==> config.mk <==
export PLATFORM = sky130hd
export DESIGN_NAME = legacy_window_decoder
export DESIGN_NICKNAME = d
export VERILOG_FILES = /design/src/rtl/lwd_pkg.sv /design/src/rtl/lwd_attr_regs.sv /design/src/rtl/lwd_win_ctl.sv /design/src/rtl/lwd_seg_decode.sv /design/src/rtl/legacy_window_decoder.sv
export SDC_FILE = /design/constraint.sdc
export NUM_CORES = 1
export LEC_CHECK = 0
export CORE_MARGIN = 2
export CORE_UTILIZATION = 47
export DETAILED_ROUTE_END_ITERATION = 10
export DONT_BUFFER_PORTS = 1
export SLEW_MARGIN = 5
export SYNTH_ARGS = -nofsm -noshare
export SYNTH_HDL_FRONTEND = slang
export SYNTH_SLANG_ARGS = --single-unit
export TNS_END_PERCENT = 1
==> constraint.sdc <==
create_clock -name clk -period 4.63 [get_ports clk]
set_input_delay 0.6945 -clock clk [delete_from_list [all_inputs] [get_ports clk]]
set_output_delay 0.6945 -clock clk [all_outputs]
set_load 0.01 [all_outputs]
==> src/rtl/lwd_pkg.sv <==
package lwd_pkg;
    typedef enum logic [1:0] {
        TGT_DRAM = 2'b00,
        TGT_ROM  = 2'b01,
        TGT_BUS  = 2'b10
    } tgt_e;

    typedef enum logic {
        SR_UNLOCKED = 1'b0,
        SR_LOCKED   = 1'b1
    } lock_e;

    localparam int ATTR_BASE   = 8'h59;
    localparam int ATTR_BYTES  = 7;
    localparam int WIN_OFF     = 8'h72;
    localparam logic [7:0] WIN_RST = 8'h02;
    localparam int WIN_SMM_BIT  = 3;
    localparam int WIN_LOCK_BIT = 4;
    localparam int WIN_OPEN_BIT = 6;
endpackage

==> src/rtl/lwd_attr_regs.sv <==
module lwd_attr_regs #(
    parameter int N_BYTES  = 7,
    parameter int BASE_OFF = 8'h59,
    parameter int DW_W     = 6
) (
    input  logic                        clk,
    input  logic                        rst_n,
    input  logic                        cfg_we,
    input  logic [DW_W-1:0]             cfg_dw,
    input  logic [3:0]                  cfg_be,
    input  logic [31:0]                 cfg_wdata,
    output logic [N_BYTES-1:0][7:0]     attr_q
);
    for (genvar k = 0; k < N_BYTES; k++) begin : g_byte
        localparam int OFF  = BASE_OFF + k;
        localparam int DW   = OFF / 4;
        localparam int LANE = OFF % 4;
        logic       hit;
        logic [7:0] byte_q;

        assign hit = cfg_we && (cfg_dw == DW_W'(DW)) && cfg_be[LANE];

        always_ff @(posedge clk) begin
            if (!rst_n)
                byte_q <= 8'h00;
            else if (hit)
                byte_q <= cfg_wdata[8*LANE +: 8];
        end

        assign attr_q[k] = byte_q;
    end
endmodule

==> src/rtl/lwd_win_ctl.sv <==
module lwd_win_ctl
    import lwd_pkg::*;
#(
    parameter int DW_W = 6
) (
    input  logic            clk,
    input  logic            rst_n,
    input  logic            cfg_we,
    input  logic [DW_W-1:0] cfg_dw,
    input  logic [3:0]      cfg_be,
    input  logic [31:0]     cfg_wdata,
    input  logic            smm_active,
    output logic [7:0]      win_q,
    output logic            locked,
    output logic            win_open
);
    localparam int WDW  = WIN_OFF / 4;
    localparam int LANE = WIN_OFF % 4;

    lock_e      state, nxt;
    logic       hit;
    logic       wr_ok;
    logic [7:0] wr_byte;

    assign hit     = cfg_we && (cfg_dw == DW_W'(WDW)) && cfg_be[LANE];
    assign wr_byte = cfg_wdata[8*LANE +: 8];

    always_ff @(posedge clk) begin
        if (!rst_n)
            state <= SR_UNLOCKED;
        else
            state <= nxt;
    end

    always_comb begin
        nxt = state;
        unique case (state)
            SR_UNLOCKED: if (hit && wr_byte[WIN_LOCK_BIT]) nxt = SR_LOCKED;
            SR_LOCKED:   nxt = SR_LOCKED;
        endcase
    end

    always_comb begin
        wr_ok  = 1'b0;
        locked = 1'b0;
        unique case (state)
            SR_UNLOCKED: wr_ok  = 1'b1;
            SR_LOCKED:   locked = 1'b1;
        endcase
    end

    always_ff @(posedge clk) begin
        if (!rst_n)
            win_q <= WIN_RST;
        else if (hit && wr_ok) begin
            win_q <= wr_byte;
            if (wr_byte[WIN_LOCK_BIT])
                win_q[WIN_OPEN_BIT] <= 1'b0;
        end
    end

    assign win_open = (smm_active && win_q[WIN_SMM_BIT]) ||
                      (win_q[WIN_OPEN_BIT] && !locked);
endmodule

==> src/rtl/lwd_seg_decode.sv <==
module lwd_seg_decode
    import lwd_pkg::*;
#(
    parameter int ADDR_W  = 32,
    parameter int N_BYTES = 7
) (
    input  logic [ADDR_W-1:0]       req_addr,
    input  logic                    req_write,
    input  logic [N_BYTES-1:0][7:0] attr_q,
    input  logic                    win_open,
    output logic [1:0]              req_tgt
);
    localparam int HI_W = ADDR_W - 20;

    logic [3:0] blk;
    logic [5:0] seg_full;
    logic [3:0] seg;
    logic [7:0] sel_byte;
    logic [1:0] attr;
    tgt_e       tgt;

    assign blk      = req_addr[19:16];
    assign seg_full = req_addr[19:14] - 6'h30;
    assign seg      = seg_full[3:0];

    always_comb begin
        attr     = 2'b00;
        sel_byte = attr_q[3'(seg[3:1]) + 3'd1];
        tgt      = TGT_DRAM;
        if (req_addr[ADDR_W-1:20] != HI_W'(0) || blk < 4'hA) begin
            tgt = TGT_DRAM;
        end else if (blk <= 4'hB) begin
            tgt = win_open ? TGT_DRAM : TGT_BUS;
        end else begin
            if (blk == 4'hF)
                attr = attr_q[0][5:4];
            else
                attr = seg[0] ? sel_byte[5:4] : sel_byte[1:0];
            unique case (attr)
                2'b11:   tgt = TGT_DRAM;
                2'b01:   tgt = req_write ? TGT_BUS : TGT_ROM;
                default: tgt = TGT_BUS;
            endcase
        end
    end

    assign req_tgt = tgt;
endmodule

==> src/rtl/legacy_window_decoder.sv <==
module legacy_window_decoder
    import lwd_pkg::*;
#(
    parameter int ADDR_W = 32,
    parameter int DW_W   = 6
) (
    input  logic              clk,
    input  logic              rst_n,
    input  logic              cfg_we,
    input  logic [DW_W-1:0]   cfg_dw,
    input  logic [3:0]        cfg_be,
    input  logic [31:0]       cfg_wdata,
    input  logic              smm_active,
    input  logic [ADDR_W-1:0] req_addr,
    input  logic              req_write,
    output logic [1:0]        req_tgt
);
    logic [ATTR_BYTES-1:0][7:0] attr_q;
    logic [7:0]                 win_q;
    logic                       locked;
    logic                       win_open;

    lwd_attr_regs #(.N_BYTES(ATTR_BYTES), .BASE_OFF(ATTR_BASE), .DW_W(DW_W)) u_attr (
        .clk(clk), .rst_n(rst_n), .cfg_we(cfg_we), .cfg_dw(cfg_dw),
        .cfg_be(cfg_be), .cfg_wdata(cfg_wdata), .attr_q(attr_q)
    );

    lwd_win_ctl #(.DW_W(DW_W)) u_win (
        .clk(clk), .rst_n(rst_n), .cfg_we(cfg_we), .cfg_dw(cfg_dw),
        .cfg_be(cfg_be), .cfg_wdata(cfg_wdata), .smm_active(smm_active),
        .win_q(win_q), .locked(locked), .win_open(win_open)
    );

    lwd_seg_decode #(.ADDR_W(ADDR_W), .N_BYTES(ATTR_BYTES)) u_dec (
        .req_addr(req_addr), .req_write(req_write), .attr_q(attr_q),
        .win_open(win_open), .req_tgt(req_tgt)
    );
endmodule

# == Word-level counts from Yosys, hierarchy flattened ==
# Index checks and enable logic that the tools add are counted.
# word_totals
elab_cells,56
inputBits,79
reg_bits,64
output_inout_bits,2
# classes
order_cmp,3
add_sub_neg,2
n_mux,16
n_bitwise,1
reduce_logical,19
eq_ne,6
# op_table
operator,count
$bmux 8 s3,1
$eq 6x5->1 const B,3
$mux 2,8
$logic_and 1x1->1,15
$reduce_bool 12->1,1
$mux 6,1
$eq 4x4->1 const B,1
$le 4x4->1 const B,1
$lt 3x4->1 const B,1
$lt 4x4->1 const B,1
$mux 1,4
$pmux 2 s2,1
$sub 4x1->4 const B,1
$add 3x1->3 const B,1
$eq 2x1->1 const B,1
$eq 2x2->1 const B,1
$logic_or 1x1->1,2
$pmux 1 s2,1
$logic_not 1->1,1
$not 1->1,1

# == Longest topological paths before layout ==
# Gate-level depths: netlist (run 1).
# logic_depth
ltp_word,12
depth_mapped,7
depth_no_buf,6

# == Modules after synthesis ==
# A second synthesis (run 1) with hierarchy kept.
# hier_totals
hier_cells,315
area_unflattened_um2,3044.2
# by_module_without_submodules
mod,area_each_um2,seq_area_each_um2,cells_per_inst,instances
lwd_attr_regs,2217.1,1121.1,226,1
lwd_win_ctl,431.7,180.2,44,1
lwd_seg_decode,395.4,0.0,45,1

# == Worst setup path before layout (run 1) ==
# No wires, ideal clock.
# synth_path
path_type,input to output
startpoint,input port req_addr[15]
endpoint,output port req_tgt[0]
slack_ns,1.735
n_path_buf,1
stages,6
arrival_time_ns,2.201
t_required_ns,3.936
path_cell_list,ha_1 buf_6 mux2_2 a221oi_1 o41ai_2 nor4_1
# synth_between
elab_chain_len,12
word_cells_on_any_way,13
classes_between,add/sub (2); eq/ne (2); mux (9)
# synth_rtl
element,line_no,source
from (decl),legacy_window_decoder.sv:14,"input logic [ADDR_W-1:0] req_addr,"
$sub 4x1->4 (*),lwd_seg_decode.sv:23,assign seg_full = req_addr[19:14] - 6'h30;
$add 3x1->3 (*),lwd_seg_decode.sv:28,sel_byte = attr_q[3'(seg[3:1]) + 3'd1];
$bmux 8 s3 (*),lwd_seg_decode.sv:28,
$mux 6 (implied by the code) (*),lwd_seg_decode.sv:28,
$mux 2 (*),lwd_seg_decode.sv:38,attr = seg[0] ? sel_byte[5:4] : sel_byte[1:0];
$mux 2 (*),lwd_seg_decode.sv:35,if (blk == 4'hF)
$mux 2 (*),lwd_seg_decode.sv:32,end else if (blk <= 4'hB) begin
$mux 2 (*),lwd_seg_decode.sv:30,if (req_addr[ADDR_W-1:20] != HI_W'(0) || blk < 4'hA) begin
$eq 2x1->1 / $eq 2x2->1 (equally long branches),lwd_seg_decode.sv:39,unique case (attr)
$pmux 2 s2 (*),lwd_seg_decode.sv:39,
$mux 2 (*),lwd_seg_decode.sv:32,
$mux 2 (*),lwd_seg_decode.sv:30,
to (decl),legacy_window_decoder.sv:16,output logic [1:0] req_tgt
# Every way passes the cells marked *; elsewhere a longest branch is shown, timed or not. The select of a mux whose other input is x is not followed.

# == Worst setup path after layout (run 1) ==
# Same ends and word-level chain as after synthesis.

==> flow_summary.toml, run 1 <==
[clock_network]
clkLatencyLatePin_ps = 330
post_cts_buffers = 0
clkSlewWorstSetupHoldPaths_ps = 100
cts-root-buf = "clkbuf_4"
cts_resized = 0
cts_tree = "done"
cts_buffer_depth = 2
cts_buffers = 5
cts.sink_count = 31
cts_hold_buf = 0
htree_levels = 2

[synth]
synth-seq-area-share = 0.377
synth_seq_cells = 31
synthCells = 177
synth.area.top_cells = "dfxtp_1, mux2i_1, a21boi_0, nor2b_1, nand2_1"
synth_top_cell_by_area = "dfxtp_1"
synth_common_cells = "dfxtp_1, nand2_1, a21boi_0, nand3_1, nor2b_1"
yosysMostFrequentCell = "dfxtp_1"
ys_types = 32
synthFlopType = "dfxtp_1"
synth_edf_count = 0
ys_warn_count = 0
avgSynthCellArea_um2 = 9.29
synth_area_mm2 = 0.00164
syn_nets = 257
post-synth-top-area-fraction = 0.377
synthArstFlopShare = 0

[die]
die_y_um = 63.1
fp-row-count = 21
core_mm2 = 0.00334
dieWidth_um = 63.1
initial_core_util = 0.493
die-area_mm2 = 0.00399
io_pins = 81

[placed_design]
hpwl_um = 2760
place_area_mm2 = 0.00165
gp_congestion = 0.819
pre_cts_slack_ps = 1420
portBuffers = 0

[drt]
drtPass1Iterations = 4
vias_per_cell = 5.73
drtAntennaViolNets = 0
wire_per_inst_um = 15.9
vias = 1267
drcViolationCount = 0
drt_iter0_markers = 85
wirelength_um = 3510

[layout]
antenna_cells = 0
fill_cells = 319
seqCellArea_um2 = 621
stdcell_area_mm2 = 0.00170
layout.nets = 254
drive_gt1_frac = 0.0971
area_delta_synth_final_pct = 3.58
multi_input_comb_area_um2 = 965

[sta]
final-setup-viol-count = 0
tightestPinTransition_ps = 1180
skew_ps = 6.41
min_period_over_period = 0.683
max_freq_mhz = 316
hold_viol_final = 0
slew_viol_final = 0
slew_headroom = 0.208
grt_setup_unrepaired = "false"
min_period_ps = 3160
setup_tns_ps = 0
worst_slack_ps = 1470

[grt]
grt_antenna_before_repair = 0
grt_overflow = 0
grt_pass1_vias = 1321
grt_max_degree = 32
grt_pass1_wl_um = 5970
grtUsageTotal = 0.193

[run_status]
status = "completed"

[worst_setup_path]
crit_path_start_kind = "input port"
required_ps = 3940
critPathKind = "input port to output pin"
endpoint_kind = "output pin"
arrival_ps = 2470
cp_max_fo = 10

[power_and_ir_drop]
finalPower_w = 0.000445
ir_drop_uv = 168
leakage_nw = 0.516
power_density_mw_per_mm2 = 261

[flow_run]
maxCapViolCount = 0

[hold_path]
min_path_type = "register to register"
[power by group]
part,switching (W),internal [W],leakage (nW)
clock network,0.0000929,0.0000563,0.0347
registers,0.000000345,0.000267,0.250
logic,0.0000126,0.0000156,0.232
total,0.000106,0.000339,0.516
[area by class of cell]
cell class	count	share of cell area
inverter	2	0.00441
tap	46	0.0338
multi-input combinational	134	0.566
sequential	31	0.364
clock buffer	5	0.0220
clock inverter	3	0.00882
[kinds of logic (layout without fill, tap and decap cells)]
family                     after synthesis  after routing  synth area share
DFF                                     31             31             0.377
xor gates and xnor gates                 2              2            0.0107
adders and majority gates                1              1           0.00761
buffers and inverters                   12             10            0.0388
AOI/OAI and AO/OA                       26             26             0.129
muxes                                   22             22             0.172
and+or+nand+nor                         83             83             0.264
[critical path: stages]
cell	delay [ps]
ha_1	470
mux2_2	400
a221oi_1	310
o41ai_2	110
nor4_1	490
[layer usage]
layer  up-vias  global-route usage  share of wire  routed length, um
met1       580               0.239           0.45               1570
met4         0              0.0667          0.016                 57
met5         -                   0              0                  0
li1        636                   -              -                  -
met3         6              0.0607          0.069                241
met2        45               0.315           0.47               1650
[state kept, by name, summed over array words and instances (netlist names)]
| register | cells |
|---|---|
| u_attr.g_byte.byte_q | 28 |
| u_win.win_q | 2 |
| u_win.state | 1 |
[cells in the final DEF (no fill, tap or decap), types with 3 or more instances in the layout]
cell type and count:
dfxtp_1 31, nand2_1 24, nor2b_1 16, nand3_1 16, a21boi_0 16, mux2i_1 14, nor2_1 6, nor4_1 6
and2_1 5, clkbuf_4 5, mux2_2 4, a221oi_1 4, clkinv_2 3
[worst paths after layout]
| check | startpoint | endpoint | slack (ps) | depth (start not counted) |
|---|---|---|---|---|
| max | req_addr[15] | req_tgt[0] | 1470 | 5 |
| min | u_attr.g_byte[4].byte_q[0] | u_attr.g_byte[4].byte_q[0] | 470 | 2 |
| max reg2reg | u_win.state | u_win.win_q[3] | 3730 | 4 |
| min reg2reg | u_attr.g_byte[4].byte_q[0] | u_attr.g_byte[4].byte_q[0] | 470 | 2 |
[metrics by stage]
step	utilization	hold WS, ps	std cells
after floorplan	-	439	177
after global placement	0.495	447	213
after CTS	0.510	473	221
after detailed placement	0.495	459	213
after global routing	0.510	465	221
final	0.510	468	221
No activity file was read; power rests on OpenSTA's default activity.
==> run 2: changes to the inputs <==
==> constraint.sdc (replaced) <==
create_clock -name clk -period 2.7 [get_ports clk]
set_input_delay 0.405 -clock clk [delete_from_list [all_inputs] [get_ports clk]]
set_output_delay 0.405 -clock clk [all_outputs]
set_load 0.01 [all_outputs]
==> run 2 against run 1 <==
Critical path depth rose by 1. Sequential cell count is the same. Critical path type unchanged. Cell count grew 0.90%.
==> flow_summary.toml, run 2 (synthesis results as in run 1) <==
[layout]
top_register = "u_attr.g_byte.byte_q"
area_delta_synth_final_pct = 6.54
final_common_cell = "dfxtp_1"
stdcell_count = 223
largest_register_ffs = 28
layout.nets = 256
antenna_cells = 0
biggestRegsByFlops = "u_attr.g_byte.byte_q x28, u_win.win_q x2, u_win.state x1"
drive_gt1_frac = 0.107
final_cell_mix = "dfxtp_1, nand2_1, nor2b_1, nand3_1, a21boi_0"

[grt]
grtUsageTotal = 0.197
grt_overflow = 0
grt_pass1_vias = 1289
grt_antenna_before_repair = 0
grt_max_degree = 32
grt_pass1_wl_um = 6070

[sta]
skew_ps = 0.731
min_period_over_period = 0.954
slew_headroom = 0.510
grt_setup_unrepaired = "false"
tightestPinTransition_ps = 725
setup_tns_ps = 0
final-setup-viol-count = 0
slew_viol_final = 0
hold_viol_final = 0
min_period_ps = 2580
max_freq_mhz = 388
fin_hold_ws_ps = 194

[placed_design]
gp_congestion = 0.785
hpwl_um = 2850
portBuffers = 0
dp_cells = 215

[power_and_ir_drop]
p_switching_w = 0.000182
power_density_mw_per_mm2 = 505
swShare = 0.205
pwr-share-clk = 0.427
leakage_nw = 0.541
finalPower_w = 0.000885
power_frac_seq = 0.518
ir_drop_uv = 220
p_int_w = 0.000703
p_comb_frac = 0.055

[hold_path]
hold_depth = 1
min_from = "rst_n"
holdPathEnd = "u_attr.g_byte[0].byte_q[5]"
min_path_type = "input port to register"

[worst_setup_path]
crit_path_start_kind = "input port"
worstRegToRegCells = 4
reg2reg_slack_ps = 1780
critPathKind = "input port to output pin"
required_ps = 2300
r2r-end = "u_win.win_q[3]"
arrival_ps = 2170
cp_max_fo = 10
r2r_start = "u_win.state"
endpoint_kind = "output pin"

[die]
io_pins = 81
fp-row-count = 21
initial_core_util = 0.493
die_y_um = 63.1
core_mm2 = 0.00334
die-area_mm2 = 0.00399
dieWidth_um = 63.1

[clock_network]
clkLatencyLatePin_ps = 330
cts-root-buf = "clkbuf_4"
cts_buffers = 5
cts.sink_count = 31
clkSlewWorstSetupHoldPaths_ps = 100
cts_resized = 0
post_cts_buffers = 0
cts_tree = "done"
cts_hold_buf = 0
cts_buffer_depth = 2
htree_levels = 2

[drt]
wirelength_um = 3580
drt_iter0_markers = 42
vias_per_cell = 5.73
vias = 1277
drcViolationCount = 0
drtAntennaViolNets = 0
drtPass1Iterations = 4
wire_per_inst_um = 16.0

[flow_run]
maxCapViolCount = 0

[run_status]
status = "completed"
[run 2: cell types whose count changed in the layout (fill, tap and decap cells not counted)]
cell / delta
clkinv_2: -2
buf_4: +2
clkbuf_8: +1
bufinv_16: +1
[run 2: critical path, cell delays in order]
cell      delay, ps
ha_1            480
mux2_2          380
a221oi_1        310
nor4_1          100
a211oi_2        220
o221a_1         280
[run 2: worst max-delay path by stage]
stage	from	end	slack, ps	depth (start not counted)
after floorplan	req_addr[15]	req_tgt[0]	380	6
after global placement	req_addr[15]	req_tgt[1]	170	6
after detailed placement	req_addr[15]	req_tgt[1]	130	6
after CTS	req_addr[15]	req_tgt[1]	130	6
after global routing	req_addr[15]	req_tgt[1]	4	6
final	req_addr[15]	req_tgt[1]	120	6
[run 2: power by group through the flow]
stage               combinational, W  clock (W)  sequential, W
global placement           0.0000470          0       0.000469
detailed placement         0.0000484          0       0.000469
CTS                        0.0000485   0.000388       0.000459
global route               0.0000533   0.000413       0.000459
floorplan                  0.0000517          0       0.000469
finish                     0.0000487   0.000378       0.000458
[run 2: area by class of cell]
cell class	instances	area (um2)
clock buffer	6	51.3
clock inverter	2	35.0
fill	337	1590
inverter	2	7.51
multi-input combinational	134	965
sequential	31	621
tap	46	57.6
timing repair buffer	2	15.0
[run 2: layer usage]
| layer | share of wire | GRT usage |
|---|---|---|
| met1 | 0.44 | 0.255 |
| met2 | 0.48 | 0.302 |
| met3 | 0.063 | 0.0661 |
| met4 | 0.020 | 0.0750 |
| met5 | 0 | 0 |
[run 2: metrics by stage]
stage                     setup slack (ps)  area, um2   util
after floorplan                        384       1640      -
after detailed placement               130       1670  0.499
final                                  123       1750  0.525
after global routing                  4.15       1750  0.525
after global placement                 166       1670  0.499
after CTS                              133       1750  0.525
==> run 3: changes to the inputs <==
--- a/config.mk
+++ b/config.mk
@@ -5,10 +5,11 @@
 export SDC_FILE = /design/constraint.sdc
 export NUM_CORES = 1
 export LEC_CHECK = 0
+export BUFFER_PORTS_ARGS = -buffer_cell sky130_fd_sc_hd__buf_2
 export CORE_MARGIN = 2
-export CORE_UTILIZATION = 47
+export CORE_UTILIZATION = 41
 export DETAILED_ROUTE_END_ITERATION = 10
-export DONT_BUFFER_PORTS = 1
+export PLACE_DENSITY = 0.76
 export SLEW_MARGIN = 5
 export SYNTH_ARGS = -nofsm -noshare
 export SYNTH_HDL_FRONTEND = slang
==> run 3 against run 2 <==
Critical path depth rose by 2. Maximum frequency shrank 1.8%. Clock power rose by 5%. Utilization shrank 0.67 points. Die area grew 14%. Non-clock buffer count rose by 53. Wire length up 1.4%. Clock skew hardly changed. Cell count is 26% higher. Global-route usage shrank 1.8 points. Sequential cell count is the same. Critical endpoint unchanged. Largest cell class unchanged.
==> flow_summary.toml, run 3 (synthesis results as in run 1) <==
[die]
core_mm2 = 0.00394
dieWidth_um = 67.3
die-area_mm2 = 0.00453
io_pins = 81
initial_core_util = 0.417
fp-row-count = 23
die_y_um = 67.3

[clock_network]
cts-root-buf = "clkbuf_8"
cts_hold_buf = 0
cts_buffers = 5
cts.sink_count = 31
clkLatencyLatePin_ps = 290
htree_levels = 2
cts_buffer_depth = 2
cts_tree = "done"
clkSlewWorstSetupHoldPaths_ps = 60

[drt]
vias_per_cell = 5.11
dr_wl_met3_um = 221
drt_iter0_markers = 50
wire_per_inst_um = 13.0
drtPass1Iterations = 4
wirelength_um = 3630
drcViolationCount = 0
top_layer = "met4"
wl_met1_um = 1730
drtAntennaViolNets = 0
dr_wl_met2_um = 1610
vias = 1431

[worst_setup_path]
critPathKind = "input port to output pin"
crit_path_cell_trace = "buf_2 > ha_2 > mux2_2 > a221oi_1 > o41ai_2 > nor3b_1 > o221a_1 > buf_2"
crit_buf_inv = 2
required_ps = 2300
critPathSlowestCell = "ha_2"
reg2reg_slack_ps = 1790
endpoint_kind = "output pin"
cpPeakStageDelay_ps = 380
r2r_start = "u_win.state"
cp_max_fo = 5
worstRegToRegCells = 4
cp_top_family = "compound AO/OA/AOI/OAI gates"
r2r-end = "u_win.win_q[3]"
crit_path_start_kind = "input port"
arrival_ps = 2220
crit_top_cell = "buf_2"

[sta]
slew_viol_final = 0
hold_viol_final = 0
slew_headroom = 0.577
grt_setup_unrepaired = "false"
max_freq_mhz = 381
tightestPinTransition_ps = 626
fin_hold_ws_ps = 374
skew_ps = 0.237
setup_tns_ps = 0
min_period_over_period = 0.972
final-setup-viol-count = 0
min_period_ps = 2620

[power_and_ir_drop]
leakage_nw = 0.754
p_switching_w = 0.000218
p_int_w = 0.000746
p_comb_frac = 0.111
pwr-share-clk = 0.412
ir_drop_uv = 270
power_frac_seq = 0.476
power_density_mw_per_mm2 = 472
swShare = 0.227

[placed_design]
hpwl_um = 2770
place_area_mm2 = 0.00194
gp_congestion = 0.797
portBuffers = 52

[grt]
grt_antenna_before_repair = 0
grt_max_degree = 32
grt_pass1_wl_um = 5960
grtUsageTotal = 0.178
grt_overflow = 0
grt_pass1_vias = 1329

[hold_path]
hold_depth = 3
min_from = "cfg_wdata[1]"
min_path_type = "input port to register"
holdPathEnd = "u_attr.g_byte[3].byte_q[1]"

[layout]
antenna_cells = 0
drive_gt1_frac = 0.317
area_delta_synth_final_pct = 24.3
final_cell_mix = "buf_2, dfxtp_1, nand2_1"
biggestRegsByFlops = "u_attr.g_byte.byte_q x28, u_win.win_q x2, u_win.state x1"
stdcell_area_mm2 = 0.00204
final_common_cell = "buf_2"
largest_register_ffs = 28
top_register = "u_attr.g_byte.byte_q"
layout.nets = 309

[flow_run]
maxCapViolCount = 0

[run_status]
status = "completed"
-- run 3: changes by cell type in the layout (fill, tap and decap cells not counted), sizes merged --
cell / delta
buf: +53
bufinv: -1
clkbuf: +2
clkinv: -1
-- run 3: how the worst max path moves through the flow --
stage / to / depth (start not counted) / from
after floorplan: req_tgt[0] / 6 / req_addr[15]
after global placement: req_tgt[1] / 8 / req_addr[16]
after detailed placement: req_tgt[1] / 8 / req_addr[16]
after CTS: req_tgt[1] / 8 / req_addr[16]
after global routing: req_tgt[1] / 8 / req_addr[16]
final: req_tgt[1] / 8 / req_addr[16]
-- run 3: power by group through the flow --
stage / Sequential [W] / Clock, W / Combinational (W)
after floorplan: 0.000469 / 0 / 0.0000517
after global placement: 0.000469 / 0 / 0.000104
after detailed placement: 0.000469 / 0 / 0.000105
after CTS: 0.000459 / 0.000413 / 0.000106
after global routing: 0.000459 / 0.000421 / 0.000119
final: 0.000459 / 0.000397 / 0.000107
-- run 3: metal layers --
layer / vias to the layer above / GRT usage
met2: 44 / 0.277
met4: 0 / 0.0842
met5: - / 0
met3: 6 / 0.0450
met1: 635 / 0.232
li1: 746 / -
-- run 3: timing repair --
item,CTS,global route
setup endpoints to repair,0,2
gates resized for setup,0,2
setup buffers,0,0
-- run 3: stage by stage --
step / power [W] / utilization / cells / setup WS, ps
floorplan: 0.000521 / - / 177 / 384
global placement: 0.000573 / 0.492 / 272 / 69.1
detailed placement: 0.000574 / 0.492 / 272 / 91.2
CTS: 0.000978 / 0.517 / 280 / 80.8
global route: 0.000999 / 0.518 / 280 / 5.11
finish: 0.000964 / 0.518 / 280 / 76.9
-- run 3: final cells by class --
| class | count | area (um2) |
|---|---|---|
| Clock buffer | 8 | 100 |
| Fill cell | 387 | 1900 |
| Inverter | 2 | 7.51 |
| Multi-Input combinational cell | 134 | 970 |
| Sequential cell | 31 | 621 |
| Tap cell | 50 | 62.6 |
| Timing Repair Buffer | 55 | 283 |
-- run 3: tightest hold or removal path, stage by stage --
cell and delay [ps]:
buf_2 100, nand3_1 50, a21boi_0 60
